--- src/rtl/owb_pkg.sv ---
package owb_pkg;
   localparam int REG_W    = 32;
   localparam int DIV_W    = 16;
   localparam int SEL_W    = 4;

   // control word bit positions
   localparam int B_DAT    = 0;
   localparam int B_RST    = 1;
   localparam int B_OVD    = 2;
   localparam int B_CYC    = 3;
   localparam int B_SPU    = 4;
   localparam int B_IEN    = 7;
   localparam int B_SEL_LO = 8;
   localparam int B_PWR_LO = 16;

   localparam logic [2:0] OFS_CTRL = 3'h0;
   localparam logic [2:0] OFS_DIV  = 3'h4;

   typedef struct packed {
      logic [15:0]      pwr_en;
      logic [SEL_W-1:0] sel;
      logic             ien;
      logic             spu;
      logic             ovd;
      logic             rst;
      logic             dat;
   } owb_ctrl_t;
endpackage

--- src/rtl/owb_tick_gen.sv ---
module owb_tick_gen #(
   parameter int DIV_W = 16
) (
   input  logic             clk,
   input  logic             rst_n,
   input  logic             restart,
   input  logic [DIV_W-1:0] reload,
   output logic             tick
);
   logic [DIV_W-1:0] cnt_q;

   assign tick = (cnt_q == reload);

   always_ff @(posedge clk) begin
      if (!rst_n)              cnt_q <= '0;
      else if (restart || tick) cnt_q <= '0;
      else                     cnt_q <= cnt_q + 1'b1;
   end
endmodule

--- src/rtl/owb_slot_fsm.sv ---
module owb_slot_fsm #(
   parameter int RST_LOW  = 480,
   parameter int RST_SMP  = 550,
   parameter int RST_END  = 960,
   parameter int BIT_LOW1 = 6,
   parameter int BIT_LOW0 = 60,
   parameter int BIT_SMP  = 15,
   parameter int BIT_END  = 70
) (
   input  logic clk,
   input  logic rst_n,
   input  logic start,
   input  logic is_reset,
   input  logic wr_bit,
   input  logic tick,
   input  logic line_level,
   output logic busy,
   output logic drive_low,
   output logic done,
   output logic smp_bit
);
   localparam int MAX_T = (RST_END > BIT_END) ? RST_END : BIT_END;
   localparam int CNT_W = $clog2(MAX_T + 1);

   if (BIT_SMP >= BIT_END || BIT_LOW0 >= BIT_END || BIT_LOW1 > BIT_SMP) begin : g_bad_bit
      $error("owb_slot_fsm: bit slot phases out of order");
   end
   if (RST_SMP <= RST_LOW || RST_SMP >= RST_END) begin : g_bad_rst
      $error("owb_slot_fsm: reset phases out of order");
   end

   logic             busy_q, rst_q, bit_q, smp_q;
   logic [CNT_W-1:0] cnt_q;
   logic [CNT_W-1:0] low_len, smp_at, end_at;

   always_comb begin
      if (rst_q) begin
         low_len = CNT_W'(RST_LOW);
         smp_at  = CNT_W'(RST_SMP);
         end_at  = CNT_W'(RST_END);
      end else begin
         low_len = bit_q ? CNT_W'(BIT_LOW1) : CNT_W'(BIT_LOW0);
         smp_at  = CNT_W'(BIT_SMP);
         end_at  = CNT_W'(BIT_END);
      end
   end

   assign busy      = busy_q;
   assign drive_low = busy_q && (cnt_q < low_len);
   assign done      = busy_q && tick && (cnt_q == end_at - 1'b1);
   assign smp_bit   = smp_q;

   always_ff @(posedge clk) begin
      if (!rst_n) begin
         busy_q <= 1'b0;
         rst_q  <= 1'b0;
         bit_q  <= 1'b0;
         smp_q  <= 1'b1;
         cnt_q  <= '0;
      end else if (start) begin
         busy_q <= 1'b1;
         rst_q  <= is_reset;
         bit_q  <= wr_bit;
         cnt_q  <= '0;
      end else if (busy_q && tick) begin
         cnt_q <= cnt_q + 1'b1;
         if (cnt_q == smp_at - 1'b1) smp_q <= line_level;
         if (done) busy_q <= 1'b0;
      end
   end
endmodule

--- src/rtl/owb_port_io.sv ---
module owb_port_io #(
   parameter int NPORTS      = 4,
   parameter int SEL_W       = 4,
   parameter int SYNC_STAGES = 2
) (
   input  logic              clk,
   input  logic              rst_n,
   input  logic [SEL_W-1:0]  sel,
   input  logic              drive_low,
   input  logic              spu,
   input  logic [NPORTS-1:0] pwr_en,
   input  logic [NPORTS-1:0] line_in,
   output logic [NPORTS-1:0] line_pull_low,
   output logic [NPORTS-1:0] line_pwr,
   output logic              level
);
   logic [NPORTS-1:0] line_s;

   if (SYNC_STAGES == 0) begin : g_nosync
      assign line_s = line_in;
   end else begin : g_sync
      logic [NPORTS-1:0] st_q [SYNC_STAGES];
      always_ff @(posedge clk) begin
         if (!rst_n) begin
            for (int i = 0; i < SYNC_STAGES; i++) st_q[i] <= '1;
         end else begin
            st_q[0] <= line_in;
            for (int i = 1; i < SYNC_STAGES; i++) st_q[i] <= st_q[i-1];
         end
      end
      assign line_s = st_q[SYNC_STAGES-1];
   end

   for (genvar p = 0; p < NPORTS; p++) begin : g_line
      logic hit;
      assign hit              = (sel == SEL_W'(p));
      assign line_pull_low[p] = drive_low & hit;
      assign line_pwr[p]      = (pwr_en[p] | (spu & hit)) & ~line_pull_low[p];
   end

   always_comb begin
      level = 1'b1;
      for (int p = 0; p < NPORTS; p++)
         if (sel == SEL_W'(p)) level = line_s[p];
   end
endmodule

--- src/rtl/owb_master.sv ---
module owb_master
   import owb_pkg::*;
#(
   parameter int          NPORTS          = 4,
   parameter int          SYNC_STAGES     = 2,
   parameter int          ADDR_W          = 3,
   parameter logic [15:0] NOR_DIV_RST     = 16'd312,
   parameter logic [15:0] OVD_DIV_RST     = 16'd62,
   parameter int          RST_LOW_TICKS   = 480,
   parameter int          RST_PRES_TICKS  = 70,
   parameter int          RST_RECOV_TICKS = 480,
   parameter int          BIT_LOW1_TICKS  = 6,
   parameter int          BIT_LOW0_TICKS  = 60,
   parameter int          BIT_SMP_TICKS   = 15,
   parameter int          BIT_END_TICKS   = 70
) (
   input  logic              clk,
   input  logic              rst_n,
   input  logic [ADDR_W-1:0] bus_addr,
   input  logic              bus_wen,
   input  logic [31:0]       bus_wdata,
   output logic [31:0]       bus_rdata,
   output logic              irq,
   output logic [NPORTS-1:0] line_pull_low,
   output logic [NPORTS-1:0] line_pwr,
   input  logic [NPORTS-1:0] line_in
);
   localparam int RST_SMP = RST_LOW_TICKS + RST_PRES_TICKS;
   localparam int RST_END = RST_LOW_TICKS + RST_RECOV_TICKS;

   if (NPORTS < 1 || NPORTS > 16) begin : g_bad_ports
      $error("owb_master: NPORTS must be 1..16");
   end
   if (ADDR_W < 3) begin : g_bad_addr
      $error("owb_master: ADDR_W must be at least 3");
   end
   if (RST_PRES_TICKS >= RST_RECOV_TICKS) begin : g_bad_pres
      $error("owb_master: presence sample must precede end of reset");
   end

   owb_ctrl_t         ctrl_q;
   logic [REG_W-1:0]  div_q;
   logic              irq_q;
   logic              busy, drive_low, done, smp_bit, tick, level;
   logic              hit_ctrl, hit_div, accept_ctrl, accept_div, start;
   logic [DIV_W-1:0]  reload;

   assign hit_ctrl    = bus_wen && (bus_addr == ADDR_W'(OFS_CTRL));
   assign hit_div     = bus_wen && (bus_addr == ADDR_W'(OFS_DIV));
   assign accept_ctrl = hit_ctrl && !busy;
   assign accept_div  = hit_div && !busy;
   assign start       = accept_ctrl && bus_wdata[B_CYC];
   assign reload      = ctrl_q.ovd ? div_q[31:16] : div_q[15:0];

   always_ff @(posedge clk) begin
      if (!rst_n) begin
         ctrl_q <= '0;
         div_q  <= {OVD_DIV_RST, NOR_DIV_RST};
         irq_q  <= 1'b0;
      end else begin
         if (accept_div) div_q <= bus_wdata;
         if (accept_ctrl) begin
            ctrl_q.pwr_en <= bus_wdata[B_PWR_LO +: 16];
            ctrl_q.sel    <= bus_wdata[B_SEL_LO +: SEL_W];
            ctrl_q.ien    <= bus_wdata[B_IEN];
            ctrl_q.spu    <= bus_wdata[B_SPU];
            ctrl_q.ovd    <= bus_wdata[B_OVD];
            ctrl_q.rst    <= bus_wdata[B_RST];
            ctrl_q.dat    <= bus_wdata[B_DAT];
            irq_q         <= 1'b0;
         end else if (done) begin
            ctrl_q.dat <= smp_bit;
            if (ctrl_q.ien) irq_q <= 1'b1;
         end
      end
   end

   always_comb begin
      bus_rdata = '0;
      if (bus_addr == ADDR_W'(OFS_CTRL))
         bus_rdata = {ctrl_q.pwr_en, 4'b0, ctrl_q.sel, ctrl_q.ien, irq_q, 1'b0,
                      ctrl_q.spu, busy, ctrl_q.ovd, ctrl_q.rst, ctrl_q.dat};
      else if (bus_addr == ADDR_W'(OFS_DIV))
         bus_rdata = div_q;
   end

   assign irq = irq_q;

   owb_tick_gen #(.DIV_W(DIV_W)) u_tick (
      .clk     (clk),
      .rst_n   (rst_n),
      .restart (start),
      .reload  (reload),
      .tick    (tick)
   );

   owb_slot_fsm #(
      .RST_LOW  (RST_LOW_TICKS),
      .RST_SMP  (RST_SMP),
      .RST_END  (RST_END),
      .BIT_LOW1 (BIT_LOW1_TICKS),
      .BIT_LOW0 (BIT_LOW0_TICKS),
      .BIT_SMP  (BIT_SMP_TICKS),
      .BIT_END  (BIT_END_TICKS)
   ) u_fsm (
      .clk        (clk),
      .rst_n      (rst_n),
      .start      (start),
      .is_reset   (bus_wdata[B_RST]),
      .wr_bit     (bus_wdata[B_DAT]),
      .tick       (tick),
      .line_level (level),
      .busy       (busy),
      .drive_low  (drive_low),
      .done       (done),
      .smp_bit    (smp_bit)
   );

   owb_port_io #(
      .NPORTS      (NPORTS),
      .SEL_W       (SEL_W),
      .SYNC_STAGES (SYNC_STAGES)
   ) u_io (
      .clk           (clk),
      .rst_n         (rst_n),
      .sel           (ctrl_q.sel),
      .drive_low     (drive_low),
      .spu           (ctrl_q.spu),
      .pwr_en        (ctrl_q.pwr_en[NPORTS-1:0]),
      .line_in       (line_in),
      .line_pull_low (line_pull_low),
      .line_pwr      (line_pwr),
      .level         (level)
   );
endmodule

--- config.mk ---
export PLATFORM = sky130hd
export DESIGN_NAME = owb_master
export DESIGN_NICKNAME = d
export VERILOG_FILES = /design/src/rtl/owb_pkg.sv /design/src/rtl/owb_tick_gen.sv /design/src/rtl/owb_slot_fsm.sv /design/src/rtl/owb_port_io.sv /design/src/rtl/owb_master.sv
export SDC_FILE = /design/constraint.sdc
export NUM_CORES = 1
export LEC_CHECK = 0
export BUFFER_PORTS_ARGS = -buffer_cell sky130_fd_sc_hd__buf_4
export CORE_ASPECT_RATIO = 2
export CORE_UTILIZATION = 51
export DETAILED_ROUTE_END_ITERATION = 12
export HOLD_SLACK_MARGIN = 0.02
export PLACE_DENSITY = 0.77
export RECOVER_POWER = 50
export REMOVE_ABC_BUFFERS = 1
export SLEW_MARGIN = 20
export SYNTH_ARGS = -nofsm -noshare
export SYNTH_HDL_FRONTEND = slang
export SYNTH_SLANG_ARGS = --single-unit
export TNS_END_PERCENT = 20
--- constraint.sdc ---
create_clock -name clk -period 2.3 [get_ports clk]
set_input_delay 0.46 -clock clk [delete_from_list [all_inputs] [get_ports clk]]
set_output_delay 0.46 -clock clk [all_outputs]
set_load 0.01 [all_outputs]
==> results list <==
- Fraction of synthesized cell area taken by the top area cell type: 40.7%
- The longest clock path from root to sink contains 2 buffers.
- After synthesis, the mean cell area works out to 8.42 µm².
- Power consumption: 3550 µW
- In the final layout, the multi-input gates occupy 2720 µm².
- After clock tree synthesis, the clock-pin slew on the worst setup and hold paths is 70 ps.
* Worst stage delay on the critical path: 340 ps
- # Max-Cap Violations: 0
- Dividing total power by cell area gives a power density of 594 nW/µm².
- The critical path goes through buf_4, ha_4, a21o_1, a21o_1, a21oi_2, nor2b_1, o21a_1, nor4b_2, buf_4.
- The max-slew violation count is 0.
- Critical path launch point type: flip-flop
* Core area: 9010 µm²
* Worst setup EP type: output pin
- Pin placement for this block handled 83 I/O pins.
- The pre-antenna-repair detailed-routing pass consisted of 4 iterations.
* Via count of the first global-routing pass: 4297
- Total grt overflow: 0
- The largest total area in the synthesized netlist belongs to sky130_fd_sc_hd__dfxtp_1.
- EDFF count, synth: 0
- Worst path setup slack after routing: -332 ps
- The clock network is responsible for 43.1% of the overall power.
- The floorplan has 49 rows.
- Cells with a size suffix above 1 make up 23.6% of the layout.
- Sum of negative setup slack: -2210 ps
- Worst EP arrival: 2170 ps
- Final GP Congestion: 0.904
- Along the worst path, the maximum fanout reaches 4.
- After synthesis the netlist holds a flip-flop and latch count of 96.
* Reg-to-Reg End: ctrl_q[0]$_SDFFE_PN0P_
- Setup CP Type: reg2out
- Min-delay worst type: in2reg
- After detailed routing, the average wire length per cell comes to 16.8 µm.
* Starting Density: 52.4%
- DRC viols: 0
- Number of nets in the layout: 704
- Source-to-sink clock delay at the later pin of the worst-skew pair: 340 ps
- Worst Path Buf+Inv: 2
- Post-route worst hold slack: 297 ps
- Hold-critical path endpoint: u_io.g_sync.st_q[0][2]$_SDFF_PN1_
* Area of placed instances: 5580 µm²
- Initial antenna violation count: 0
- Share of flip-flops with an asynchronous set or reset after synthesis: 0%
- Data on the critical path is required at its endpoint by 1840 ps.
* Final Hold Violating Endpoints: 0
- Ant diodes: 0
- Final Instance Area: 5980 µm²
- TritonCTS built the clock tree.
* Routed metal-1 wirelength: 4.88 mm
* Post-route clock skew: 5.92 ps
* Layout-stage area growth over the synthesis result: 26.6%
- On the critical path, the stage with the largest delay is an instance of sky130_fd_sc_hd__dfxtp_2.
* Share of total power in sequential cells: 48.6%
- Switching Power: 804 µW
- Met3 wire length: 446 µm
- Maximum VDD drop: 0.459 mV
- Cell variety after synth: 45
* Depth of the worst register-to-register path: 8
- The clock tree synthesis step divided the H-tree into 3 levels.
* Setup repair after global routing missed its margin: yes
- The most used flip-flop cell after synthesis is sky130_fd_sc_hd__dfxtp_1.
- Estimated wirelength of the detail-placed design: 9.17 mm
- Max frequency: 380 MHz
- The die is 70.1 µm wide.
- The worst hold path was traced through 2 stages.
* Iteration-0 DRC count of the detailed router: 296
* Yosys warnings: 0
- Per report_power, the combinational group accounts for 8.3% of the total.
- Largest delay share family, worst path: compound AO/OA/AOI/OAI gates
* Total via count after detailed routing: 4347
- The worst hold path begins at line_in[2].
* Cts bufs inserted: 9
- Subtracting the final worst setup slack from the clock period gives 2630 ps.
- Sequential-to-total area share from yosys stat: 40.7%
* Wire length of the first global-routing pass: 20.7 mm
- Prior to clock tree synthesis, the placed netlist has a worst setup slack of -108 ps.
- Standby leakage power: 0.00232 µW
* Die footprint: 9670 µm²
- The startpoint identified for the worst register-to-register timing path is ctrl_q[2]$_SDFFE_PN0P_.
- Int Pwr: 2750 µW
* Global-route total usage across every layer: 26.9%
* Routed met2 length: 7.06 mm
- The flow ran to the end, but the final reports show violations.
- Transition time at the pin with the least slew margin: 1220 ps
- Port buffering added 82 buffers.
- After detailed routing, the total wire length is 12.8 mm.
- Cell chosen for the clock root: sky130_fd_sc_hd__clkbuf_16
- Largest net degree at the start of global routing: 42
- Sorting the synthesized cells by area gives the leading types as sky130_fd_sc_hd__dfxtp_1, sky130_fd_sc_hd__nand2_1, sky130_fd_sc_hd__a21boi_0.
- The filler cells instantiated in the layout total 795.
- Setup slack on the worst reg-to-reg path comes out at -50 ps.
- The tree built by TritonCTS fans out to 96 sinks.
* Final Setup Violations: 12
- Max-slew headroom at the worst pin: 18.9%
- Net switching is 22.6% of the power.
- Dividing the final minimum period by the clock period gives 114%.
- Via density per instance: 5.72
* Violations in the final reports: setup timing
- Synthesis handed over a netlist of 561 instances.
* Post-detailed-route count of antenna-violating nets: 0
- Routed signal wires occupy layers up through met4.
- The synthesized netlist occupies a cell area of 4720 µm².
- Height of the die: 138 µm
* Sequential cell area: 1920 µm²
-- sequential cells by signal (all words and copies together), names as in the netlist --
signal,cells
div_q,32
ctrl_q,25
u_tick.cnt_q,16
u_fsm.cnt_q,10
u_io.g_sync.st_q,8
irq,1
u_fsm.bit_q,1
u_fsm.busy,1
u_fsm.rst_q,1
u_fsm.smp_bit,1
-- power groups by stage --
stage	logic, µW	registers [µW]	clock network (µW)
floorplan	131	1760	0
global placement	282	1760	0
detailed placement	287	1760	0
CTS	292	1730	1560
global route	319	1730	1600
finish	294	1730	1530
-- worst max path at each step --
stage | startpoint | endpoint | slack, ps | cells after the start
2_1_floorplan | bus_addr[1] | div_q[17]$_SDFFE_PN1P_ | -1520 | 4
3_3_place_gp | u_fsm.rst_q$_SDFFE_PN0P_ | line_pull_low[1] | -40 | 8
3_5_place_dp | u_fsm.rst_q$_SDFFE_PN0P_ | line_pull_low[2] | -110 | 9
4_1_cts | u_fsm.bit_q$_SDFFE_PN0P_ | line_pull_low[3] | -330 | 9
5_1_grt | u_fsm.bit_q$_SDFFE_PN0P_ | line_pull_low[1] | -430 | 8
6_report | u_fsm.rst_q$_SDFFE_PN0P_ | line_pull_low[1] | -330 | 9
-- through the flow --
stage,std cells,utilization [%]
final,760,66.4
after global routing,760,66.4
after CTS,760,66.4
after detailed placement,741,61.9
after global placement,741,61.9
after floorplan,527,-
-- repair_timing --
| action | 4_1_cts | 5_1_grt |
|---|---|---|
| setup buffers | 3 | 0 |
| hold endpoints to repair | 0 | 0 |
| endpoints found under the setup margin | 17 | 36 |
| pin swaps | 10 | 3 |
| hold buffers | 0 | 0 |
| resized for setup | 13 | 4 |
-- cell usage after synthesis, drive strengths merged, types with 2 or more instances --
library cell / count
ha: 9
mux2i: 18
or4: 2
a21oi: 11
nor2b: 5
nor3b: 2
a21boi: 50
a22o: 27
or2: 2
xor2: 10
nand2: 133
a31oi: 5
clkbuf: 29
nand2b: 9
nor4: 11
dfxtp: 96
a21o: 2
buf: 5
nor3: 9
and3: 6
o21ai: 3
and2: 8
nor2: 36
inv: 7
xnor2: 28
nand4: 11
nand3: 17
-- kinds of logic after synthesis --
family                     count (synthesis)  synth area share, %
AOI/OAI and AO/OA                        104                 16.5
xor gates and xnor gates                  38                 7.05
adders and majority gates                  9                 2.38
buffers and inverters                     41                 3.60
DFF                                       96                 40.7
muxes                                     19                 4.29
and+or+nand+nor                          254                 25.5
-- area by class of cell --
| cell class | instances | share of cell area [%] |
|---|---|---|
| inverters | 7 | 0.439 |
| repair buffers | 115 | 14.7 |
| clock inverters | 4 | 0.878 |
| clock buffers | 12 | 4.29 |
| multi-input cells | 424 | 45.4 |
| flip-flops and latches | 96 | 32.2 |
| well taps | 102 | 2.13 |
-- worst reg2reg max path, delay by kind of cell, from the launching register on --
family / cells / cell delay, ps
flip-flops: 1 / 360
multiplexers: 2 / 510
XOR/XNOR: 1 / 130
AND/OR/NAND/NOR: 3 / 960
AO/OA/AOI/OAI: 1 / 80
buffers and inverters: 1 / 190
-- cell usage in the layout (no fill, tap or decap), types with 4 or more instances in the layout --
master / n
sky130_fd_sc_hd__nand2_1: 133
sky130_fd_sc_hd__buf_4: 107
sky130_fd_sc_hd__dfxtp_1: 94
sky130_fd_sc_hd__a21boi_0: 50
sky130_fd_sc_hd__nor2_1: 34
sky130_fd_sc_hd__xnor2_1: 28
sky130_fd_sc_hd__a22o_1: 27
sky130_fd_sc_hd__nand3_1: 17
sky130_fd_sc_hd__mux2i_1: 17
sky130_fd_sc_hd__nand4_1: 10
sky130_fd_sc_hd__xor2_1: 10
sky130_fd_sc_hd__a21oi_1: 9
sky130_fd_sc_hd__nand2b_1: 9
sky130_fd_sc_hd__clkbuf_16: 9
sky130_fd_sc_hd__inv_1: 7
sky130_fd_sc_hd__ha_1: 7
sky130_fd_sc_hd__and2_1: 6
sky130_fd_sc_hd__and3_1: 6
sky130_fd_sc_hd__nor4_1: 6
sky130_fd_sc_hd__nor2b_1: 5
sky130_fd_sc_hd__nor3_1: 5
sky130_fd_sc_hd__a31oi_1: 5
sky130_fd_sc_hd__nor3_2: 4
-- layer usage --
| layer | GRT usage [%] | vias up |
|---|---|---|
| met1 | 29.2 | 2106 |
| met3 | 4.01 | 26 |
| met2 | 49.2 | 112 |
| met4 | 14.1 | 0 |
| li1 | - | 2103 |
| met5 | 0 | - |
Note: power is estimated with default switching activity, not from simulation.
